$ cat src/rtl/lsp_pkg.sv
package lsp_pkg;

   // Operand source chosen by the read stage from the iteration count
   typedef enum logic {
      SRC_EXT  = 1'b0,
      SRC_LOOP = 1'b1
   } src_sel_e;

   // Result destination chosen by the write stage from the final-round flag
   typedef enum logic {
      DST_LOOP = 1'b0,
      DST_EXT  = 1'b1
   } dst_sel_e;

endpackage

$ cat src/rtl/lsp_loop_fifo.sv
module lsp_loop_fifo #(
   parameter int WIDTH = 16,
   parameter int DEPTH = 2
) (
   input  logic             clk,
   input  logic             rst_n,
   input  logic             push,
   input  logic [WIDTH-1:0] push_data,
   input  logic             pop,
   output logic [WIDTH-1:0] pop_data,
   output logic             full,
   output logic             empty
);
   localparam int AW = $clog2(DEPTH);
   localparam int CW = $clog2(DEPTH + 1);
   localparam bit POW2 = ((1 << AW) == DEPTH);

   logic [WIDTH-1:0] mem [DEPTH];
   logic [AW-1:0]    wr_ptr, rd_ptr, wr_nxt, rd_nxt;
   logic [CW-1:0]    level;

   // Pointer wrap: free wrap for power-of-two depths, compare otherwise
   generate
      if (POW2) begin : g_wrap_free
         assign wr_nxt = wr_ptr + AW'(1);
         assign rd_nxt = rd_ptr + AW'(1);
      end else begin : g_wrap_cmp
         assign wr_nxt = (wr_ptr == AW'(DEPTH - 1)) ? '0 : wr_ptr + AW'(1);
         assign rd_nxt = (rd_ptr == AW'(DEPTH - 1)) ? '0 : rd_ptr + AW'(1);
      end
   endgenerate

   assign full     = (level == CW'(DEPTH));
   assign empty    = (level == '0);
   assign pop_data = mem[rd_ptr];

   always_ff @(posedge clk) begin
      if (push) mem[wr_ptr] <= push_data;
   end

   always_ff @(posedge clk) begin
      if (!rst_n) begin
         wr_ptr <= '0;
         rd_ptr <= '0;
         level  <= '0;
      end else begin
         if (push) wr_ptr <= wr_nxt;
         if (pop)  rd_ptr <= rd_nxt;
         case ({push, pop})
            2'b10:   level <= level + CW'(1);
            2'b01:   level <= level - CW'(1);
            default: level <= level;
         endcase
      end
   end
endmodule

$ cat src/rtl/lsp_read_unit.sv
module lsp_read_unit
   import lsp_pkg::*;
#(
   parameter int WIDTH  = 16,
   parameter int N_ITER = 4
) (
   input  logic             clk,
   input  logic             rst_n,
   input  logic             ext_valid,
   output logic             ext_ready,
   input  logic [WIDTH-1:0] ext_data,
   input  logic             loop_avail,
   output logic             loop_pop,
   input  logic [WIDTH-1:0] loop_data,
   input  logic             stage_ready,
   output logic             rd_fire,
   output logic [WIDTH-1:0] rd_data,
   output logic             rd_last
);
   localparam int IDX_W = $clog2(N_ITER + 1);

   logic [IDX_W-1:0] iter_q;
   logic             finished_q;
   src_sel_e         src;
   logic             src_avail;

   assign src       = (iter_q == IDX_W'(1)) ? SRC_EXT : SRC_LOOP;
   assign rd_last   = (iter_q == IDX_W'(N_ITER));
   assign src_avail = (src == SRC_EXT) ? ext_valid : loop_avail;
   assign ext_ready = !finished_q && (src == SRC_EXT) && stage_ready;
   assign loop_pop  = !finished_q && (src == SRC_LOOP) && stage_ready && loop_avail;
   assign rd_fire   = !finished_q && stage_ready && src_avail;
   assign rd_data   = (src == SRC_EXT) ? ext_data : loop_data;

   always_ff @(posedge clk) begin
      if (!rst_n) begin
         iter_q     <= IDX_W'(1);
         finished_q <= 1'b0;
      end else if (rd_fire) begin
         if (rd_last) finished_q <= 1'b1;
         else         iter_q     <= iter_q + IDX_W'(1);
      end
   end
endmodule

$ cat src/rtl/lsp_exec_stage.sv
module lsp_exec_stage #(
   parameter int WIDTH = 16,
   parameter int STEP  = 1
) (
   input  logic             clk,
   input  logic             rst_n,
   input  logic             op_valid,
   output logic             op_ready,
   input  logic [WIDTH-1:0] op_data,
   input  logic             op_last,
   output logic             res_valid,
   input  logic             res_ready,
   output logic [WIDTH-1:0] res_data,
   output logic             res_last
);
   logic             v_q;
   logic [WIDTH-1:0] d_q;
   logic             l_q;

   assign op_ready  = !v_q || res_ready;
   assign res_valid = v_q;
   assign res_data  = d_q;
   assign res_last  = l_q;

   always_ff @(posedge clk) begin
      if (!rst_n) begin
         v_q <= 1'b0;
         d_q <= '0;
         l_q <= 1'b0;
      end else if (op_ready) begin
         v_q <= op_valid;
         if (op_valid) begin
            d_q <= op_data + WIDTH'(STEP);
            l_q <= op_last;
         end
      end
   end
endmodule

$ cat src/rtl/lsp_write_unit.sv
module lsp_write_unit
   import lsp_pkg::*;
#(
   parameter int WIDTH = 16
) (
   input  logic             clk,
   input  logic             rst_n,
   input  logic             res_valid,
   output logic             res_ready,
   input  logic [WIDTH-1:0] res_data,
   input  logic             res_last,
   input  logic             loop_full,
   output logic             loop_push,
   output logic [WIDTH-1:0] loop_data,
   output logic             ext_valid,
   input  logic             ext_ready,
   output logic [WIDTH-1:0] ext_data,
   output logic             run_done
);
   dst_sel_e dst;
   logic     done_q;

   assign dst       = res_last ? DST_EXT : DST_LOOP;
   assign res_ready = (dst == DST_EXT) ? ext_ready : !loop_full;
   assign loop_push = res_valid && (dst == DST_LOOP) && !loop_full;
   assign loop_data = res_data;
   assign ext_valid = res_valid && (dst == DST_EXT) && !done_q;
   assign ext_data  = res_data;
   assign run_done  = done_q;

   always_ff @(posedge clk) begin
      if (!rst_n)                      done_q <= 1'b0;
      else if (ext_valid && ext_ready) done_q <= 1'b1;
   end
endmodule

$ cat src/rtl/loopback_stream_proc.sv
module loopback_stream_proc #(
   parameter int DATA_W     = 16,
   parameter int N_ITER     = 4,
   parameter int LOOP_DEPTH = 2
) (
   input  logic              clk,
   input  logic              rst_n,
   input  logic              in_valid,
   output logic              in_ready,
   input  logic [DATA_W-1:0] in_data,
   output logic              out_valid,
   input  logic              out_ready,
   output logic [DATA_W-1:0] out_data,
   output logic              done
);
   // elaboration-time parameter checks
   generate
      if (N_ITER < 1) begin : g_bad_iter
         $error("N_ITER must be at least 1");
      end
      if (LOOP_DEPTH < 2) begin : g_bad_depth
         $error("LOOP_DEPTH must be at least 2");
      end
      if (DATA_W < 1) begin : g_bad_width
         $error("DATA_W must be at least 1");
      end
   endgenerate

   logic              loop_push, loop_pop, loop_full, loop_empty;
   logic [DATA_W-1:0] loop_wdata, loop_rdata;
   logic              rd_fire, rd_last, stage_ready;
   logic [DATA_W-1:0] rd_data;
   logic              res_valid, res_ready, res_last;
   logic [DATA_W-1:0] res_data;

   lsp_read_unit #(.WIDTH(DATA_W), .N_ITER(N_ITER)) u_read (
      .clk        (clk),
      .rst_n      (rst_n),
      .ext_valid  (in_valid),
      .ext_ready  (in_ready),
      .ext_data   (in_data),
      .loop_avail (!loop_empty),
      .loop_pop   (loop_pop),
      .loop_data  (loop_rdata),
      .stage_ready(stage_ready),
      .rd_fire    (rd_fire),
      .rd_data    (rd_data),
      .rd_last    (rd_last)
   );

   lsp_exec_stage #(.WIDTH(DATA_W), .STEP(1)) u_exec (
      .clk      (clk),
      .rst_n    (rst_n),
      .op_valid (rd_fire),
      .op_ready (stage_ready),
      .op_data  (rd_data),
      .op_last  (rd_last),
      .res_valid(res_valid),
      .res_ready(res_ready),
      .res_data (res_data),
      .res_last (res_last)
   );

   lsp_write_unit #(.WIDTH(DATA_W)) u_write (
      .clk      (clk),
      .rst_n    (rst_n),
      .res_valid(res_valid),
      .res_ready(res_ready),
      .res_data (res_data),
      .res_last (res_last),
      .loop_full(loop_full),
      .loop_push(loop_push),
      .loop_data(loop_wdata),
      .ext_valid(out_valid),
      .ext_ready(out_ready),
      .ext_data (out_data),
      .run_done (done)
   );

   lsp_loop_fifo #(.WIDTH(DATA_W), .DEPTH(LOOP_DEPTH)) u_loop (
      .clk      (clk),
      .rst_n    (rst_n),
      .push     (loop_push),
      .push_data(loop_wdata),
      .pop      (loop_pop),
      .pop_data (loop_rdata),
      .full     (loop_full),
      .empty    (loop_empty)
   );
endmodule

$ cat config.mk
export PLATFORM = sky130hd
export DESIGN_NAME = loopback_stream_proc
export DESIGN_NICKNAME = d
export VERILOG_FILES = /design/src/rtl/lsp_pkg.sv /design/src/rtl/lsp_loop_fifo.sv /design/src/rtl/lsp_read_unit.sv /design/src/rtl/lsp_exec_stage.sv /design/src/rtl/lsp_write_unit.sv /design/src/rtl/loopback_stream_proc.sv
export SDC_FILE = /design/constraint.sdc
export NUM_CORES = 1
export LEC_CHECK = 0
export BUFFER_PORTS_ARGS = -buffer_cell sky130_fd_sc_hd__clkbuf_2
export CAP_MARGIN = 20
export CORE_MARGIN = 8
export CORE_UTILIZATION = 50
export CTS_CLUSTER_DIAMETER = 50
export DETAILED_ROUTE_END_ITERATION = 10
export GPL_TIMING_DRIVEN = 0
export PLACE_DENSITY_LB_ADDON = 0.05
export SYNTH_ARGS = -nofsm -noshare
export SYNTH_HDL_FRONTEND = slang
export SYNTH_SLANG_ARGS = --single-unit
$ cat constraint.sdc
create_clock -name clk -period 6.7 [get_ports clk]
set_input_delay 0.335 -clock clk [delete_from_list [all_inputs] [get_ports clk]]
set_output_delay 0.335 -clock clk [all_outputs]
set_load 0.01 [all_outputs]
==> metrics.cfg, run 1 <==
[outcome]
status = completed

[synth]
synth_top_area_share_pct = 35.1
synth_edf_count = 32
synth_cell_type_count = 40
syn-num-nets = 254
synth_top_area_cell = edfxtp_1
synthArstFlopShare_pct = 0
ys_seq_area_share_pct = 55.6
synthFlopType = edfxtp_1
syn_inst = 229
avgSynthCellArea_um2 = 11.9
syn_area_um2 = 2740
synthTopCellsByArea = edfxtp_1 (35%), dfxtp_1 (20%), mux2i_1 (6.2%)
synth_seq_cells = 60
ys_warn_count = 0

[global_routing]
grt_max_degree = 17
use_met3_pct = 3.74
track_usage_pct = 14.2
grt_pass1_vias = 1824
grtUsageMet2_pct = 23.5
grt_remaining_overflow = 0
grt_use_met1_pct = 16.4
grt_pass1_wl_um = 9010
antenna_found_initial = 0
busiest_layer = met2

[detailed_routing]
viasPerCell = 5.20
vias = 1851
first_iter_violations = 52
ant_nets = 0
drt_first_pass_iters = 4
wl_per_cell_um = 16.3
drc_errors = 0
wl_um = 5790

[setup_path]
worstSetupPathType = flip-flop to flip-flop
path_max_fanout = 6
required_ns = 6.90
critPathMaxStageDelay_ns = 0.48
r2r_end = u_exec.res_data[6]$_SDFFE_PN0P_
crit_family = simple AND/OR/NAND/NOR gates
rrSetupSlack_ns = 3.99
r2r_start = u_read.iter_q[0]$_SDFFE_PN1P_
cp_cell_sequence = ha_1 > nor2b_1 > a211oi_1 > nor2_1 > ha_1 > o211a_1 > nor4b_1 > xnor2_1 > mux2i_1 > nor2_1
worst-path-buf-inv = 0
start_kind = flip-flop
slowest_stage = nor2b_1
critPathArrivalTime_ns = 2.91
crit_path_end_kind = flip-flop
worst_r2r_path_depth = 10

[sta]
fmax_mhz = 369
whs_ns = 0.272
layout_setup_ws_ns = 3.99
relSlewSlack_pct = 63.1
rsz0062_at_grt = no
skew_ns = 0.00730
hold_viol = 0
min_period_ns = 2.71
setup_tns_ns = 0
worst_pin_slew_ns = 0.538
finalSetupViolCount = 0
slew_violations = 0
min_period_over_period_pct = 40.4

[pwr]
seqPwrFrac_pct = 36.9
p_clk_share_pct = 16.3
switching_share_pct = 39.0
p_total_mw = 1.60
pwr_density_cell_nw_per_um2 = 500
combPwrFrac_pct = 46.8
p_leak_nw = 1.24
intPower_mw = 0.975
p_switching_mw = 0.624
ir_drop_mv = 0.220

[floorplan]
initial_core_util_pct = 50.6
fp.dieH_um = 90.0
io_pins = 39
die_area_um2 = 8090
placement_rows = 27
core_area_um2 = 5410
die_w_um = 90.0

[cts]
clock_sinks = 60
cts_resized = 0
cts_hold_buffers = 0
cts_max_level = 3
cts_tree = done
clk_latency_ns = 0.33
post_cts_buffers = 0
path_clk_slew_ns = 0.06
cts_buffer_depth = 2
root_buffer = clkbuf_8
cts_buffers = 9

[final_layout]
final_common_cell = clkbuf_2
layout_common_cells = clkbuf_2 (38), edfxtp_1 (32), dfxtp_1 (28)
antenna_cells = 0
drive_above_1_share_pct = 26.8
final_area_um2 = 3200
fin_nets = 305
nFillCells = 483
area_growth_pct = 17.0

[place]
place_ws_ns = 4.07
gp_congestion = 0.766
placed_cell_area_um2 = 3050
port_buffers = 38
place_hpwl_um = 4010

[worst_hold_path]
min_path_type = primary input to flip-flop
min_delay_path_depth = 3
holdCritStartpoint = out_ready
whs_endpoint = u_write.run_done$_SDFFE_PN0P_

[flow_run]
cap_violations = 0

worst max path at each step:
| stage | start | end | slack (ns) | cells after the start |
|---|---|---|---|---|
| after floorplan | u_read.iter_q[1]$_SDFFE_PN0P_ | u_exec.res_data[6]$_SDFFE_PN0P_ | 4.46 | 12 |
| after global placement | u_read.iter_q[0]$_SDFFE_PN1P_ | u_exec.res_data[6]$_SDFFE_PN0P_ | 4.07 | 10 |
| after detailed placement | u_read.iter_q[0]$_SDFFE_PN1P_ | u_exec.res_data[6]$_SDFFE_PN0P_ | 4.07 | 10 |
| after CTS | u_read.iter_q[0]$_SDFFE_PN1P_ | u_exec.res_data[6]$_SDFFE_PN0P_ | 4.02 | 10 |
| after global routing | u_read.iter_q[0]$_SDFFE_PN1P_ | u_exec.res_data[6]$_SDFFE_PN0P_ | 3.78 | 10 |
| final | u_read.iter_q[0]$_SDFFE_PN1P_ | u_exec.res_data[6]$_SDFFE_PN0P_ | 3.99 | 10 |
cells in the mapped netlist (2+ instances only):
| cell | n |
|---|---|
| a211oi_1 | 5 |
| a21oi_1 | 16 |
| buf_6 | 3 |
| clkbuf_1 | 3 |
| dfxtp_1 | 28 |
| edfxtp_1 | 32 |
| ha_1 | 5 |
| inv_1 | 6 |
| mux2_2 | 12 |
| mux2i_1 | 17 |
| nand2_1 | 6 |
| nand2b_1 | 3 |
| nand3_1 | 3 |
| nand3b_1 | 2 |
| nand4_1 | 3 |
| nand4b_1 | 2 |
| nor2_1 | 25 |
| nor2b_1 | 3 |
| nor3_1 | 2 |
| nor4_4 | 2 |
| o21ai_0 | 14 |
| or3_1 | 2 |
| xnor2_1 | 17 |
| xor2_1 | 2 |
kinds of logic (layout without fill, tap and decap cells):
logic type	Yosys count	count (layout)	share of synthesized area [%]
flip-flops	60	60	55.6
AO/OA/AOI/OAI	38	38	7.78
buffers and inverters	16	71	3.20
AND/OR/NAND/NOR	59	59	12.4
multiplexers	32	32	12.6
XOR/XNOR	19	19	6.08
adder cells (fa/ha/maj)	5	5	2.29
worst min-delay path: cells and delay by family:
family                 cells  cell delay, ns
buffers and inverters      1            0.09
AOI/OAI and AO/OA          1            0.07
and+or+nand+nor            1            0.07
flip-flops by register name, summed over array words and instances, names as in the netlist, named ones only:
name / count
u_read.finished_q: 1
u_loop.rd_ptr: 1
u_loop.mem: 32
u_loop.level: 2
u_write.run_done: 1
u_exec.res_last: 1
u_exec.res_data: 16
u_read.iter_q: 3
u_exec.res_valid: 1
u_loop.wr_ptr: 1
layout make-up:
cell class / count / area [µm²] / share of cell area, %
sequential: 60 / 1520 / 47.6
tap: 72 / 90.1 / 2.82
clock buffer: 11 / 131 / 4.11
timing repair buffer: 40 / 220 / 6.88
clock inverter: 4 / 17.5 / 0.548
buffer: 9 / 61.3 / 1.92
multi-input combinational: 153 / 1130 / 35.4
inverter: 7 / 26.3 / 0.821
metal layers:
| layer | part of all wire, % | routed length, µm | vias to the layer above |
|---|---|---|---|
| met2 | 48 | 2780 | 43 |
| met4 | 1.9 | 108 | 0 |
| met3 | 4.6 | 266 | 10 |
| li1 | - | - | 936 |
| met5 | 0 | 0 | - |
| met1 | 45 | 2630 | 862 |
stage by stage:
stage	utilization, %	instances
6_report	59.2	356
5_1_grt	59.2	356
4_1_cts	59.2	356
3_5_place_dp	56.4	341
3_3_place_gp	55.8	339
2_1_floorplan	-	229
power groups by stage:
stage,clock (mW),sequential (mW),combinational [mW]
4_1_cts,0.266,0.591,0.759
6_report,0.261,0.590,0.748
2_1_floorplan,0,0.599,0.542
3_5_place_dp,0,0.598,0.754
5_1_grt,0.279,0.603,0.821
3_3_place_gp,0,0.596,0.730
Note: power is estimated with default switching activity, not from simulation.
==> run 2: changes to the inputs <==
clock period = 2.68 ns   (was 6.7 ns; I/O delays follow)
==> metrics.cfg, run 2 (synthesis results as in run 1) <==
[outcome]
status = completed

[final_layout]
fin_nets = 305  ; unchanged
antenna_cells = 0  ; unchanged
drive_above_1_share_pct = 28.2  ; +1.4 points
largest_register = u_loop.mem
layout_common_cells = clkbuf_2 (38), edfxtp_1 (32), dfxtp_1 (28)
nFillCells = 482  ; -0.21%
largest_reg_flops = 32  ; unchanged
final_common_cell = clkbuf_2
area_growth_pct = 17.7
fin_cells = 356  ; unchanged

[sta]
hold_viol = 0  ; unchanged
skew_ns = 0.00718  ; -0.000127 ns
slew_violations = 0  ; unchanged
relSlewSlack_pct = 60.6  ; -2.5 points
setup_tns_ns = 0  ; unchanged
min_period_over_period_pct = 89.2  ; +49 points
worst_pin_slew_ns = 0.574  ; +0.0365 ns
finalSetupViolCount = 0  ; unchanged
layout_setup_ws_ns = 0.290  ; -3.70 ns
min_period_ns = 2.39  ; -0.318 ns
fmax_mhz = 418  ; +13%
rsz0062_at_grt = no

[cts]
cts_buffers = 9  ; unchanged
clk_latency_ns = 0.33  ; about the same
cts_buffer_depth = 2  ; unchanged
cts_tree = done
root_buffer = clkbuf_8
cts_max_level = 3  ; unchanged
clock_sinks = 60  ; unchanged
post_cts_buffers = 0  ; unchanged
path_clk_slew_ns = 0.06  ; about the same

[floorplan]
die_w_um = 90.0  ; unchanged
core_area_um2 = 5410  ; unchanged
initial_core_util_pct = 50.6  ; unchanged
placement_rows = 27  ; unchanged
io_pins = 39  ; unchanged
die_area_um2 = 8090  ; unchanged
fp.dieH_um = 90.0  ; unchanged

[setup_path]
path_max_fanout = 9  ; +3
crit_path_end_kind = flip-flop
rrSetupSlack_ns = 0.29  ; -3.70 ns
r2r_start = u_read.iter_q[1]$_SDFFE_PN0P_
r2r_end = u_exec.res_data[6]$_SDFFE_PN0P_
critPathMaxStageDelay_ns = 0.35  ; -0.13 ns
worst_r2r_path_depth = 12  ; +2
cp_cell_sequence = inv_1 > ha_1 > nand2b_1 > buf_6 > mux2_4 > inv_1 > ha_1 > o211a_4 > nor4b_2 > xnor2_1 > mux2i_1 > nor2_1
worstSetupPathType = flip-flop to flip-flop
required_ns = 2.88  ; -4.02 ns
slowest_stage = dfxtp_1
start_kind = flip-flop
critPathArrivalTime_ns = 2.59  ; -0.32 ns

[detailed_routing]
vias = 1830  ; -1.1%
wl_per_cell_um = 16.2  ; -0.55%
drc_errors = 0  ; unchanged
wl_um = 5760  ; -0.55%
first_iter_violations = 48  ; -7.7%
viasPerCell = 5.14  ; -1.1%
ant_nets = 0  ; unchanged
drt_first_pass_iters = 4  ; unchanged

[global_routing]
antenna_found_initial = 0  ; unchanged
grt_pass1_vias = 1824  ; unchanged
grt_max_degree = 17  ; unchanged
grt_pass1_wl_um = 9010  ; unchanged
grt_remaining_overflow = 0  ; unchanged
track_usage_pct = 14.2  ; unchanged

[pwr]
ir_drop_mv = 0.566  ; +160%
p_leak_nw = 1.24  ; -0.24%
pwr_density_cell_nw_per_um2 = 1250  ; +150%
p_total_mw = 4.03  ; +150%

[worst_hold_path]
min_path_type = primary input to flip-flop
min_delay_path_depth = 3  ; unchanged
whs_endpoint = u_write.run_done$_SDFFE_PN0P_
holdCritStartpoint = out_ready

[place]
gp_congestion = 0.766  ; unchanged
dp_cells = 341  ; unchanged
place_hpwl_um = 4010  ; unchanged
port_buffers = 38  ; unchanged
place_ws_ns = 0.0534  ; -4.02 ns

[flow_run]
cap_violations = 0  ; unchanged

[run 2: layout make-up]
| type | count | area (µm²) | share of cell area, % |
|---|---|---|---|
| multi-input cells | 153 | 1150 | 35.8 |
| inverters | 7 | 26.3 | 0.816 |
| clock inverters | 4 | 17.5 | 0.544 |
| clock buffers | 11 | 131 | 4.08 |
| repair buffers | 40 | 220 | 6.84 |
| flip-flops and latches | 60 | 1520 | 47.2 |
| well taps | 72 | 90.1 | 2.80 |
| plain buffers | 9 | 61.3 | 1.90 |
[run 2: layer usage]
metal  vias to the layer above  wire (µm)  global-route usage [%]  share of wire [%]
met5                         -          0                       0                  0
met2                        34       2770                    23.5                 48
met4                         0        102                    7.49                1.8
met3                        10        211                    3.74                3.7
li1                        933          -                       -                  -
met1                       853       2670                    16.4                 46
[run 2: timing repair]
| item | in CTS | in global routing |
|---|---|---|
| endpoints found under the setup margin | 0 | 5 |
| hold buffers | 0 | 0 |
| resized for setup | 0 | 4 |
[run 2: worst max-delay path by stage]
stage | startpoint | endpoint | slack [ns] | cells past startpoint
global placement | u_read.iter_q[0]$_SDFFE_PN1P_ | u_exec.res_data[6]$_SDFFE_PN0P_ | 0.05 | 10
floorplan | u_read.iter_q[1]$_SDFFE_PN0P_ | u_exec.res_data[6]$_SDFFE_PN0P_ | 0.44 | 12
global route | u_read.iter_q[0]$_SDFFE_PN1P_ | u_exec.res_data[12]$_SDFFE_PN0P_ | 0.09 | 8
detailed placement | u_read.iter_q[0]$_SDFFE_PN1P_ | u_exec.res_data[6]$_SDFFE_PN0P_ | 0.05 | 10
finish | u_read.iter_q[1]$_SDFFE_PN0P_ | u_exec.res_data[6]$_SDFFE_PN0P_ | 0.29 | 12
CTS | u_read.iter_q[0]$_SDFFE_PN1P_ | u_exec.res_data[6]$_SDFFE_PN0P_ | 0.001 | 10
[run 2: where the power goes]
| group | switching (mW) | internal (mW) | leakage [nW] |
|---|---|---|---|
| clock | 0.329 | 0.321 | 0.0780 |
| sequential | 0.154 | 1.32 | 0.531 |
| combinational | 1.09 | 0.812 | 0.631 |
[run 2: stage by stage]
stage | instance area (µm²) | utilization (%) | hold slack (ns)
floorplan | 2740 | - | 0.300
global placement | 3020 | 55.8 | 0.405
detailed placement | 3050 | 56.4 | 0.417
CTS | 3200 | 59.2 | 0.0670
global route | 3220 | 59.6 | 0.116
finish | 3220 | 59.6 | 0.0729
[run 2: critical path: cells and delay by family (launching register included)]
kind                       cells  cell delay (ns)
and+or+nand+nor                3             0.37
adders and majority gates      2             0.40
muxes                          2             0.49
buffers and inverters          3             0.34
AOI/OAI and AO/OA              1             0.22
xor gates and xnor gates       1             0.10
DFF                            1             0.35
